===== src/rtl/bkup_pkg.sv =====
package bkup_pkg;
  typedef enum logic [1:0] {
    ST_NORMAL = 2'd0,
    ST_RESET  = 2'd1,
    ST_BACKUP = 2'd2,
    ST_SETTLE = 2'd3
  } bkst_e;
endpackage


===== src/rtl/bkup_rst_sync.sv =====
module bkup_rst_sync #(
  parameter int STAGES = 2
) (
  input  logic clk_i,
  input  logic rst_ni,
  output logic rst_sync_no
);
  logic [STAGES-1:0] chain_q;

  always_ff @(posedge clk_i or negedge rst_ni) begin
    if (!rst_ni) chain_q <= '0;
    else         chain_q <= {chain_q[STAGES-2:0], 1'b1};
  end

  assign rst_sync_no = chain_q[STAGES-1];
endmodule


===== src/rtl/bkup_sync.sv =====
module bkup_sync #(
  parameter int WIDTH  = 2,
  parameter int STAGES = 2
) (
  input  logic             clk_i,
  input  logic             rst_ni,
  input  logic [WIDTH-1:0] d_i,
  output logic [WIDTH-1:0] q_o
);
  logic [STAGES-1:0][WIDTH-1:0] chain_q;

  // pins read as low (backup request) until sampled
  always_ff @(posedge clk_i or negedge rst_ni) begin
    if (!rst_ni) chain_q <= '0;
    else         chain_q <= {chain_q[STAGES-2:0], d_i};
  end

  assign q_o = chain_q[STAGES-1];
endmodule


===== src/rtl/bkup_fsm.sv =====
module bkup_fsm
  import bkup_pkg::*;
#(
  parameter int SETTLE_TICKS = 33,
  parameter int RUN_TICKS    = 4,
  parameter int POR_TICKS    = 3277
) (
  input  logic  clk_i,
  input  logic  rst_ni,
  input  logic  pwr_en_i,
  input  logic  rst_pin_ni,
  output bkst_e state_o,
  output logic  fault_o,
  output logic  osc_en_o,
  output logic  stall_o,
  output logic  core_rst_no,
  output logic  ret_en_o,
  output logic  force_o
);
  localparam int LOW_SAT = (POR_TICKS > RUN_TICKS) ? POR_TICKS : RUN_TICKS;
  localparam int LOW_W   = $clog2(LOW_SAT + 1);
  localparam int SET_W   = (SETTLE_TICKS > 1) ? $clog2(SETTLE_TICKS) : 1;
  localparam logic [LOW_W-1:0] LOW_SAT_V  = LOW_W'(LOW_SAT);
  localparam logic [LOW_W-1:0] RUN_V      = LOW_W'(RUN_TICKS);
  localparam logic [LOW_W-1:0] RUN_LAST_V = LOW_W'(RUN_TICKS - 1);
  localparam logic [LOW_W-1:0] POR_V      = LOW_W'(POR_TICKS);
  localparam logic [SET_W-1:0] SET_LAST_V = SET_W'(SETTLE_TICKS - 1);

  bkst_e            state_q, state_d;
  logic [SET_W-1:0] settle_q, settle_d;
  logic [LOW_W-1:0] low_q, low_d;
  logic             por_q, por_d;
  logic             fault_q, fault_d;
  logic             sleep_req;
  logic             release_ok;

  assign sleep_req  = !pwr_en_i && !rst_pin_ni;
  assign release_ok = rst_pin_ni && (low_q >= (por_q ? POR_V : RUN_V));

  // reset-pin low-time counter, saturating
  always_comb begin
    if (state_q == ST_BACKUP || rst_pin_ni) low_d = '0;
    else if (low_q != LOW_SAT_V)            low_d = low_q + 1'b1;
    else                                    low_d = low_q;
  end

  always_comb begin
    state_d  = state_q;
    settle_d = settle_q;
    por_d    = por_q;
    fault_d  = fault_q;
    unique case (state_q)
      ST_BACKUP: begin
        settle_d = '0;
        fault_d  = 1'b0;
        por_d    = 1'b0;
        if (pwr_en_i) state_d = ST_SETTLE;
      end
      ST_SETTLE: begin
        settle_d = settle_q + 1'b1;
        if (rst_pin_ni) fault_d = 1'b1;
        if (!pwr_en_i) begin
          state_d = ST_BACKUP;
        end else if (settle_q == SET_LAST_V) begin
          state_d = ST_RESET;
          por_d   = 1'b1;
        end
      end
      ST_RESET: begin
        if (sleep_req) begin
          state_d = ST_BACKUP;
        end else if (release_ok) begin
          state_d = ST_NORMAL;
          por_d   = 1'b0;
        end
      end
      ST_NORMAL: begin
        if (sleep_req)                                state_d = ST_BACKUP;
        else if (!rst_pin_ni && low_q == RUN_LAST_V)  state_d = ST_RESET;
      end
      default: state_d = ST_BACKUP;
    endcase
  end

  always_ff @(posedge clk_i or negedge rst_ni) begin
    if (!rst_ni) begin
      state_q  <= ST_BACKUP;
      settle_q <= '0;
      low_q    <= '0;
      por_q    <= 1'b0;
      fault_q  <= 1'b0;
    end else begin
      state_q <= state_d;
      low_q   <= low_d;
      por_q   <= por_d;
      fault_q <= fault_d;
      if (state_q == ST_SETTLE || state_q == ST_BACKUP) settle_q <= settle_d;
    end
  end

  assign state_o     = state_q;
  assign fault_o     = fault_q;
  assign osc_en_o    = (state_q != ST_BACKUP);
  assign stall_o     = (state_q == ST_SETTLE);
  assign core_rst_no = (state_q == ST_NORMAL);
  assign ret_en_o    = (state_q == ST_BACKUP) || (state_q == ST_SETTLE);
  assign force_o     = ret_en_o;

  AST_BACKUP_ENTRY: assert property (@(posedge clk_i) disable iff (!rst_ni)
    (state_q != ST_BACKUP && sleep_req) |=> state_q == ST_BACKUP);
  AST_SETTLE_ABORT: assert property (@(posedge clk_i) disable iff (!rst_ni)
    (state_q == ST_SETTLE && !pwr_en_i) |=> state_q == ST_BACKUP);
  AST_SETTLE_LEN: assert property (@(posedge clk_i) disable iff (!rst_ni)
    (state_q == ST_RESET && $past(state_q) == ST_SETTLE) |-> $past(settle_q) == SET_LAST_V);
  AST_RELEASE_QUAL: assert property (@(posedge clk_i) disable iff (!rst_ni)
    (state_q == ST_NORMAL && $past(state_q) == ST_RESET)
      |-> $past(low_q) >= ($past(por_q) ? POR_V : RUN_V));
  AST_FAULT_STICKY: assert property (@(posedge clk_i) disable iff (!rst_ni)
    (fault_q && state_q != ST_BACKUP) |=> fault_q);
endmodule


===== src/rtl/bkup_pin_guard.sv =====
module bkup_pin_guard #(
  parameter int N_STB  = 9,
  parameter int N_SER  = 3,
  parameter int N_GPIO = 16
) (
  input  logic              force_i,
  input  logic [N_STB-1:0]  core_stb_i,
  input  logic [N_SER-1:0]  core_ser_i,
  input  logic [N_GPIO-1:0] core_gpio_oe_i,
  input  logic              core_bus_oe_i,
  output logic [N_STB-1:0]  pad_stb_o,
  output logic [N_SER-1:0]  pad_ser_o,
  output logic [N_GPIO-1:0] pad_gpio_oe_o,
  output logic              pad_bus_oe_o,
  output logic              pad_bus_pd_o
);
  // each group has its own safe level
  assign pad_stb_o     = force_i ? '1 : core_stb_i;
  assign pad_ser_o     = force_i ? '0 : core_ser_i;
  assign pad_gpio_oe_o = force_i ? '0 : core_gpio_oe_i;
  assign pad_bus_oe_o  = !force_i && core_bus_oe_i;
  assign pad_bus_pd_o  = force_i;
endmodule


===== src/rtl/bkup_pwr_seq.sv =====
module bkup_pwr_seq
  import bkup_pkg::*;
#(
  parameter int SYNC_STAGES  = 2,
  parameter int SETTLE_TICKS = 33,
  parameter int RUN_TICKS    = 4,
  parameter int POR_TICKS    = 3277,
  parameter int N_STB        = 9,
  parameter int N_SER        = 3,
  parameter int N_GPIO       = 16
) (
  input  logic              clk_i,
  input  logic              rst_ni,
  input  logic              pwr_en_i,
  input  logic              rst_pin_ni,
  input  logic [N_STB-1:0]  core_stb_i,
  input  logic [N_SER-1:0]  core_ser_i,
  input  logic [N_GPIO-1:0] core_gpio_oe_i,
  input  logic              core_bus_oe_i,
  output logic              osc_en_o,
  output logic              stall_o,
  output logic              core_rst_no,
  output logic              ret_en_o,
  output logic [1:0]        state_o,
  output logic              fault_o,
  output logic [N_STB-1:0]  pad_stb_o,
  output logic [N_SER-1:0]  pad_ser_o,
  output logic [N_GPIO-1:0] pad_gpio_oe_o,
  output logic              pad_bus_oe_o,
  output logic              pad_bus_pd_o
);
  logic       rst_sync_n;
  logic [1:0] pins_s;
  logic       force_w;
  bkst_e      state_w;

  bkup_rst_sync #(.STAGES(SYNC_STAGES)) u_rst_sync (
    .clk_i       (clk_i),
    .rst_ni      (rst_ni),
    .rst_sync_no (rst_sync_n)
  );

  bkup_sync #(.WIDTH(2), .STAGES(SYNC_STAGES)) u_pin_sync (
    .clk_i  (clk_i),
    .rst_ni (rst_sync_n),
    .d_i    ({pwr_en_i, rst_pin_ni}),
    .q_o    (pins_s)
  );

  bkup_fsm #(
    .SETTLE_TICKS (SETTLE_TICKS),
    .RUN_TICKS    (RUN_TICKS),
    .POR_TICKS    (POR_TICKS)
  ) u_fsm (
    .clk_i       (clk_i),
    .rst_ni      (rst_sync_n),
    .pwr_en_i    (pins_s[1]),
    .rst_pin_ni  (pins_s[0]),
    .state_o     (state_w),
    .fault_o     (fault_o),
    .osc_en_o    (osc_en_o),
    .stall_o     (stall_o),
    .core_rst_no (core_rst_no),
    .ret_en_o    (ret_en_o),
    .force_o     (force_w)
  );

  bkup_pin_guard #(.N_STB(N_STB), .N_SER(N_SER), .N_GPIO(N_GPIO)) u_guard (
    .force_i        (force_w),
    .core_stb_i     (core_stb_i),
    .core_ser_i     (core_ser_i),
    .core_gpio_oe_i (core_gpio_oe_i),
    .core_bus_oe_i  (core_bus_oe_i),
    .pad_stb_o      (pad_stb_o),
    .pad_ser_o      (pad_ser_o),
    .pad_gpio_oe_o  (pad_gpio_oe_o),
    .pad_bus_oe_o   (pad_bus_oe_o),
    .pad_bus_pd_o   (pad_bus_pd_o)
  );

  assign state_o = state_w;

  AST_PADS_SAFE: assert property (@(posedge clk_i) disable iff (!rst_sync_n)
    (state_w == ST_BACKUP) |-> (&pad_stb_o && pad_ser_o == '0 && pad_gpio_oe_o == '0
                                && !pad_bus_oe_o && pad_bus_pd_o));
  AST_CLOCK_OFF: assert property (@(posedge clk_i) disable iff (!rst_sync_n)
    (state_w == ST_BACKUP) |-> (!osc_en_o && !core_rst_no && ret_en_o));
endmodule


===== config.mk =====
export PLATFORM = sky130hd
export DESIGN_NAME = bkup_pwr_seq
export DESIGN_NICKNAME = d
export VERILOG_FILES = /design/src/rtl/bkup_pkg.sv /design/src/rtl/bkup_rst_sync.sv /design/src/rtl/bkup_sync.sv /design/src/rtl/bkup_fsm.sv /design/src/rtl/bkup_pin_guard.sv /design/src/rtl/bkup_pwr_seq.sv
export SDC_FILE = /design/constraint.sdc
export NUM_CORES = 1
export LEC_CHECK = 0
export ABC_AREA = 1
export BUFFER_PORTS_ARGS = -buffer_cell sky130_fd_sc_hd__buf_2
export CAP_MARGIN = 20
export CORE_ASPECT_RATIO = 1.1
export CORE_MARGIN = 1.5
export CORE_UTILIZATION = 40
export CTS_BUF_LIST = sky130_fd_sc_hd__clkbuf_16
export CTS_CLUSTER_SIZE = 30
export DETAILED_ROUTE_END_ITERATION = 10
export PLACE_DENSITY = 0.67
export SLEW_MARGIN = 30
export SYNTH_ARGS = -nofsm -noshare
export SYNTH_HDL_FRONTEND = slang
export SYNTH_HIERARCHICAL = 1
export SYNTH_SLANG_ARGS = --single-unit

===== constraint.sdc =====
create_clock -name clk_i -period 1.9 [get_ports clk_i]
set_input_delay 0.38 -clock clk_i [delete_from_list [all_inputs] [get_ports clk_i]]
set_output_delay 0.38 -clock clk_i [all_outputs]
set_load 0.05 [all_outputs]

-- Yosys cells after proc, flatten, opt, wreduce, memory -nomap -nowiden
Cells that the tools add are included.
- div/mod/pow operators: 0
- add/sub/neg operators: 2
- multiply operators: 0
- magnitude comparators: 1
- bitwise gates (word level): 0
- shift-type cells: 0
- reductions and logical operators: 17
- muxes and demuxes: 22
- equal/unequal tests: 16
- operators with widths (cell ; number):
    $mux W12 ; 3
    $mux W16 ; 1
    $mux W2 ; 7
    $add A12 B1 Y12 const B ; 1
    $eq A12 B2 Y1 const B ; 1
    $ge A12 B12 Y1 ; 1
    $ne A12 B12 Y1 const B ; 1
    $pmux W6 S2 ; 1
    $mux W9 ; 1
    $ne A2 B1 Y1 const B ; 4
    $pmux W2 S4 ; 1
    $add A6 B1 Y6 const B ; 1
    $eq A6 B6 Y1 const B ; 1
    $ne A2 B2 Y1 const B ; 3
    $ne A3 B1 Y1 const B ; 2
    $mux W1 ; 5
    $reduce_and A5 Y1 ; 1
    $eq A2 B2 Y1 const B ; 2
    $logic_and A1 B1 Y1 ; 4
    $reduce_and A2 Y1 ; 2
    $reduce_and A4 Y1 ; 1
    $reduce_bool A2 Y1 ; 2
    $logic_not A1 Y1 ; 3
    $mux W3 ; 1
    other kinds (7) ; 8
- output and inout bits: 37
- word-level logic and storage cells: 66
- latch bits: 0
- memories: 0
- register bits after elaboration: 28
- bits in writable memories: 0
- memory bits (read-only): 0
- input bits: 33

-- Logic depth before layout (Yosys ltp)
- depth after elaboration: 6
- depth in mapped cells: 13

-- Hierarchy
Netlist, hierarchy kept.
- modules (own cells, without submodules) (module ; area each (µm²) ; instances ; cells an instance ; sequential area each (µm²)):
    bkup_fsm ; 1465.2 ; 1 ; 197 ; 551.8
    bkup_pin_guard ; 251.5 ; 1 ; 62 ; 0.0
    bkup_sync ; 115.1 ; 1 ; 6 ; 100.1
    bkup_rst_sync ; 53.8 ; 1 ; 3 ; 50.0

-- Least setup slack after synthesis
Ideal clock, no wire load.
- kind: reg-to-reg
- start point: reg u_fsm.state_q[0], in the netlist u_fsm/state_o[0]
- end point: reg u_fsm.state_q[0], in the netlist u_fsm/state_o[0]
- path slack: -0.163 ns
- buffers on the path: 0
- required time: 1.780 ns
- stages on the path, launching flop included: 7
- setup time: 0.120 ns
- arrival: 1.943 ns
- path through: dfrtp_1 > nor2_1 > nand2_1 > a31oi_1 > nor2_2 > nand3_1 > nand2_1
- word-level cells in the longest chain between the ends: 3
- RTL lines (item ; RTL line ; RTL):
    from (decl) ; bkup_fsm.sv:29 ; bkst_e state_q, state_d;
    from (signal assigned) ; bkup_fsm.sv:93 ; state_q <= state_d;
    $logic_not A2 Y1 (*) ; - ;
    named net core_rst_no ; bkup_pwr_seq.sv:22 ; output logic core_rst_no,
    $ne A3 B1 Y1 (no source line) ; - ;
    $reduce_and A4 Y1 (no source line) ; - ;
Mark *: on every way through the listed nets, which the timed path passes. The rest lies on a longest branch.
A chain may end at the register's enable or synchronous reset.

-- Worst setup path in the final report
- start point: reg u_fsm.state_q[1], in the netlist u_fsm/state_o[1]
- end point: out osc_en_o
- word-level cells in the longest chain between the ends: 1
- RTL lines (item ; RTL line ; RTL):
    $ne A2 B2 Y1 ; bkup_fsm.sv:103 ; assign osc_en_o = (state_q != ST_BACKUP);
    to (decl) ; bkup_pwr_seq.sv:20 ; output logic osc_en_o,
Every way passes these cells.

==> metrics.md <==
| Metric | Value |
|---|---|
| Status | finished clean |
| Critical Path Fanout Max | 8 |
| Chip Width | 68.5 um |
| Clk slew on worst S/H paths | 0.07 ns |
| Dpl hpwl | 3.27 mm |
| Max-Cap Viols | 0 |
| RSZ-0062 raised after global routing | yes |
| Vias per cell | 4.70 |
| Worst-case clock skew | 0.00127 ns |
| Antenna violations before repair | 0 |
| DRT iter0 DRCs | 67 |
| Cell variety after synth | 33 |
| Syn Std Cell Area | 0.00189 mm^2 |
| Pins Over Slew Limit | 0 |
| Mean Syn Cell Area | 7.04 um^2 |
| Register area share after synthesis | 37.2% |
| Worst Reg-to-Reg Cells | 12 |
| Placer Congestion | 0.884 |
| CTS buffer count | 3 |
| # placed instances | 390 |
| Worst path slowest cell | dfstp_2 |
| Max rail drop VDD | 690 uV |
| R2r setup slk | 0.28 ns |
| GRT Total Usage | 16.4% |
| HP Class | reg -> async |
| Ys Warns | 6 |
| R2R Path End | u_fsm/state_o[0] |
| Hold Slack | 0.140 ns |
| CTS-repair resized insts | 0 |
| Buffers on Ports | 69 |
| Dpl ws | 0.295 ns |
| Placement row count | 26 |
| Global-route wire length before repair | 6.31 mm |
| Min Clock Period, post-route | 1.83 ns |
| Via Count | 1869 |
| Vias in the first global route | 1490 |
| Startpoint Class | flop |
| PwrDens | 1420 mW/mm^2 |
| Fmax | 545 MHz |
| Area Growth Syn to Fin | 29.0% |
| Worst path max stage delay | 0.62 ns |
| H-tree depth | 1 |
| DRT Pass-1 Iters | 4 |
| DR WL/cell | 10.4 um |
| Die H | 75.0 um |
| Initial Util | 41.1% |
| Total die area | 0.00514 mm^2 |
| Final setup fails | 0 |
| Post-route clock period utilization | 96.6% |
| Post-route DRC | 0 |
| Crit. End Element | output pin |
| IO Count | 70 |
| Hold Fails Final Rpt | 0 |
| #FFs+latches synth | 28 |
| Share of post-route cells with drive strength above 1 | 30.7% |
| Arr. time, crit path | 1.45 ns |
| Post-Syn Instances | 268 |
| Setup crit end | osc_en_o |
| Max clock buf depth | 2 |
| Antenna Nets Post-Route | 0 |
| Diode count | 0 |
| Leak | 1.41 nW |
| Critical Path, Cell by Cell | inv_2 > nor2_4 > inv_4 > buf_2 |
| Critical Path RT | 1.52 ns |
| Fin nets | 386 |
| Largest net degree at the start of global routing | 24 |
| Post-Layout Cell Count | 398 |
| Fin worst setup slack | 0.0653 ns |
| FF-to-FF Start | u_fsm/por_q |
| Syn nets | 311 |
| Core Box Area | 0.00459 mm^2 |
| Grt ovf | 0 |
| Sink Count | 28 |
| Critical path class | reg -> out |
| Root Buffer | clkbuf_16 |
| Routed Wire Length | 4.14 mm |
| CTS tree | done |
| Critical Path Start | u_fsm/state_o[1] |
| Clk Latency, worst-skew pair | 0.26 ns |
per-layer routing:
metal	global-route usage (%)	routed length, um	up-vias
li1	-	-	963
met1	20.9	1720	808
met2	27.5	1920	90
met3	1.35	390	8
met4	8.89	106	0
met5	0	0	-
through the flow:
stage | utilization, % | instance area (um^2) | TNS, ns | total power (W)
final | 53.0 | 2430 | 0 | 0.00345
after global routing | 53.0 | 2430 | -0.0144 | 0.00370
after CTS | 52.5 | 2410 | 0 | 0.00343
after detailed placement | 50.0 | 2290 | 0 | 0.00281
after global placement | 50.0 | 2290 | 0 | 0.00279
after floorplan | - | 1910 | -1.92 | 0.00246
power breakdown:
part           total [W]  internal (W)  switching [W]
clock           0.000619      0.000420       0.000199
sequential      0.000795      0.000688       0.000107
combinational    0.00203      0.000525        0.00151
total            0.00345       0.00163        0.00182
layout make-up:
class                      count  area (um^2)
clock buffer                   3         75.1
clock inverter                 1         30.0
fill                         433         2150
inverter                      62          235
multi-input combinational    171          912
sequential                    28          702
tap                           56         70.1
timing repair buffer          77          408
worst max-delay path, delay by kind of cell (launching register included):
| kind | cells | cell delay [ns] |
|---|---|---|
| buffers and inverters | 3 | 0.37 |
| flip-flops | 1 | 0.62 |
| AND/OR/NAND/NOR | 1 | 0.21 |
cells in the mapped netlist, drive strengths merged:
master       count  area, um^2
a211oi           2        15.0
a21oi            9        45.0
a22oi            1        7.51
a31oi            1        6.26
and3             1        6.26
buf              6        52.6
conb             1        3.75
dfrtp           27         676
dfstp            1        26.3
dlygate4sd1      1        8.76
ha              10         125
inv             62         235
nand2           52         198
nand3           18        95.1
nand3b           1        7.51
nand4            3        18.8
nor2            45         189
nor3            12        65.1
nor3b            1        7.51
nor4             1        12.5
o21ai           10        61.3
or2              1        6.26
xor2             2        17.5
placed cells by master (no fill, tap or decap), types with 2 or more instances in the layout:
cell type,Yosys,layout
buf_2,0,69
inv_1,57,57
nand2_1,51,42
nor2_1,41,40
dfrtp_1,27,27
nand3_1,17,17
nor3_1,11,11
nand2_2,1,10
ha_1,10,10
a21oi_1,9,9
o21ai_0,8,8
buf_4,4,7
inv_2,4,4
clkbuf_16,0,3
nor2_2,2,3
nand4_1,3,3
nor2_4,2,2
xor2_1,2,2
a211oi_1,2,2
flip-flops by register name, indices dropped and copies added (netlist names):
signal,cells
u_pin_sync/chain_q,2
u_fsm/state_o,2
u_fsm/fault_o,1
u_rst_sync/chain_q,2
u_pin_sync/q_o,2
u_fsm/low_q,12
u_fsm/por_q,1
u_fsm/settle_q,6
worst min-delay path by stage:
stage	endpoint	slack, ns	cells after the start
final	u_fsm/settle_q[3]	0.14	0
after global routing	u_fsm/settle_q[3]	0.18	0
after CTS	u_fsm/settle_q[5]	0.15	0
after detailed placement	u_fsm/settle_q[3]	0.15	0
after global placement	u_fsm/settle_q[3]	0.15	0
after floorplan	u_rst_sync/chain_q[0]	0.08	0
kinds of logic (layout without fill, tap and decap cells):
kind of cell,after synthesis,in the layout,synth area share (%)
simple gates,135,135,32.1
buf+inv,69,143,15.7
flops,28,28,37.2
compound gates,23,23,7.17
fa+ha+maj,10,10,6.64
xor+xnor,2,2,0.929
other cells,1,1,0.199
repair_timing:
item,4_1_cts,5_1_grt
buffers inserted,0,3
setup endpoints to repair,0,15
hold endpoints to repair,2,0
hold buffers,1,0
No activity file was read; power rests on OpenSTA's default activity.
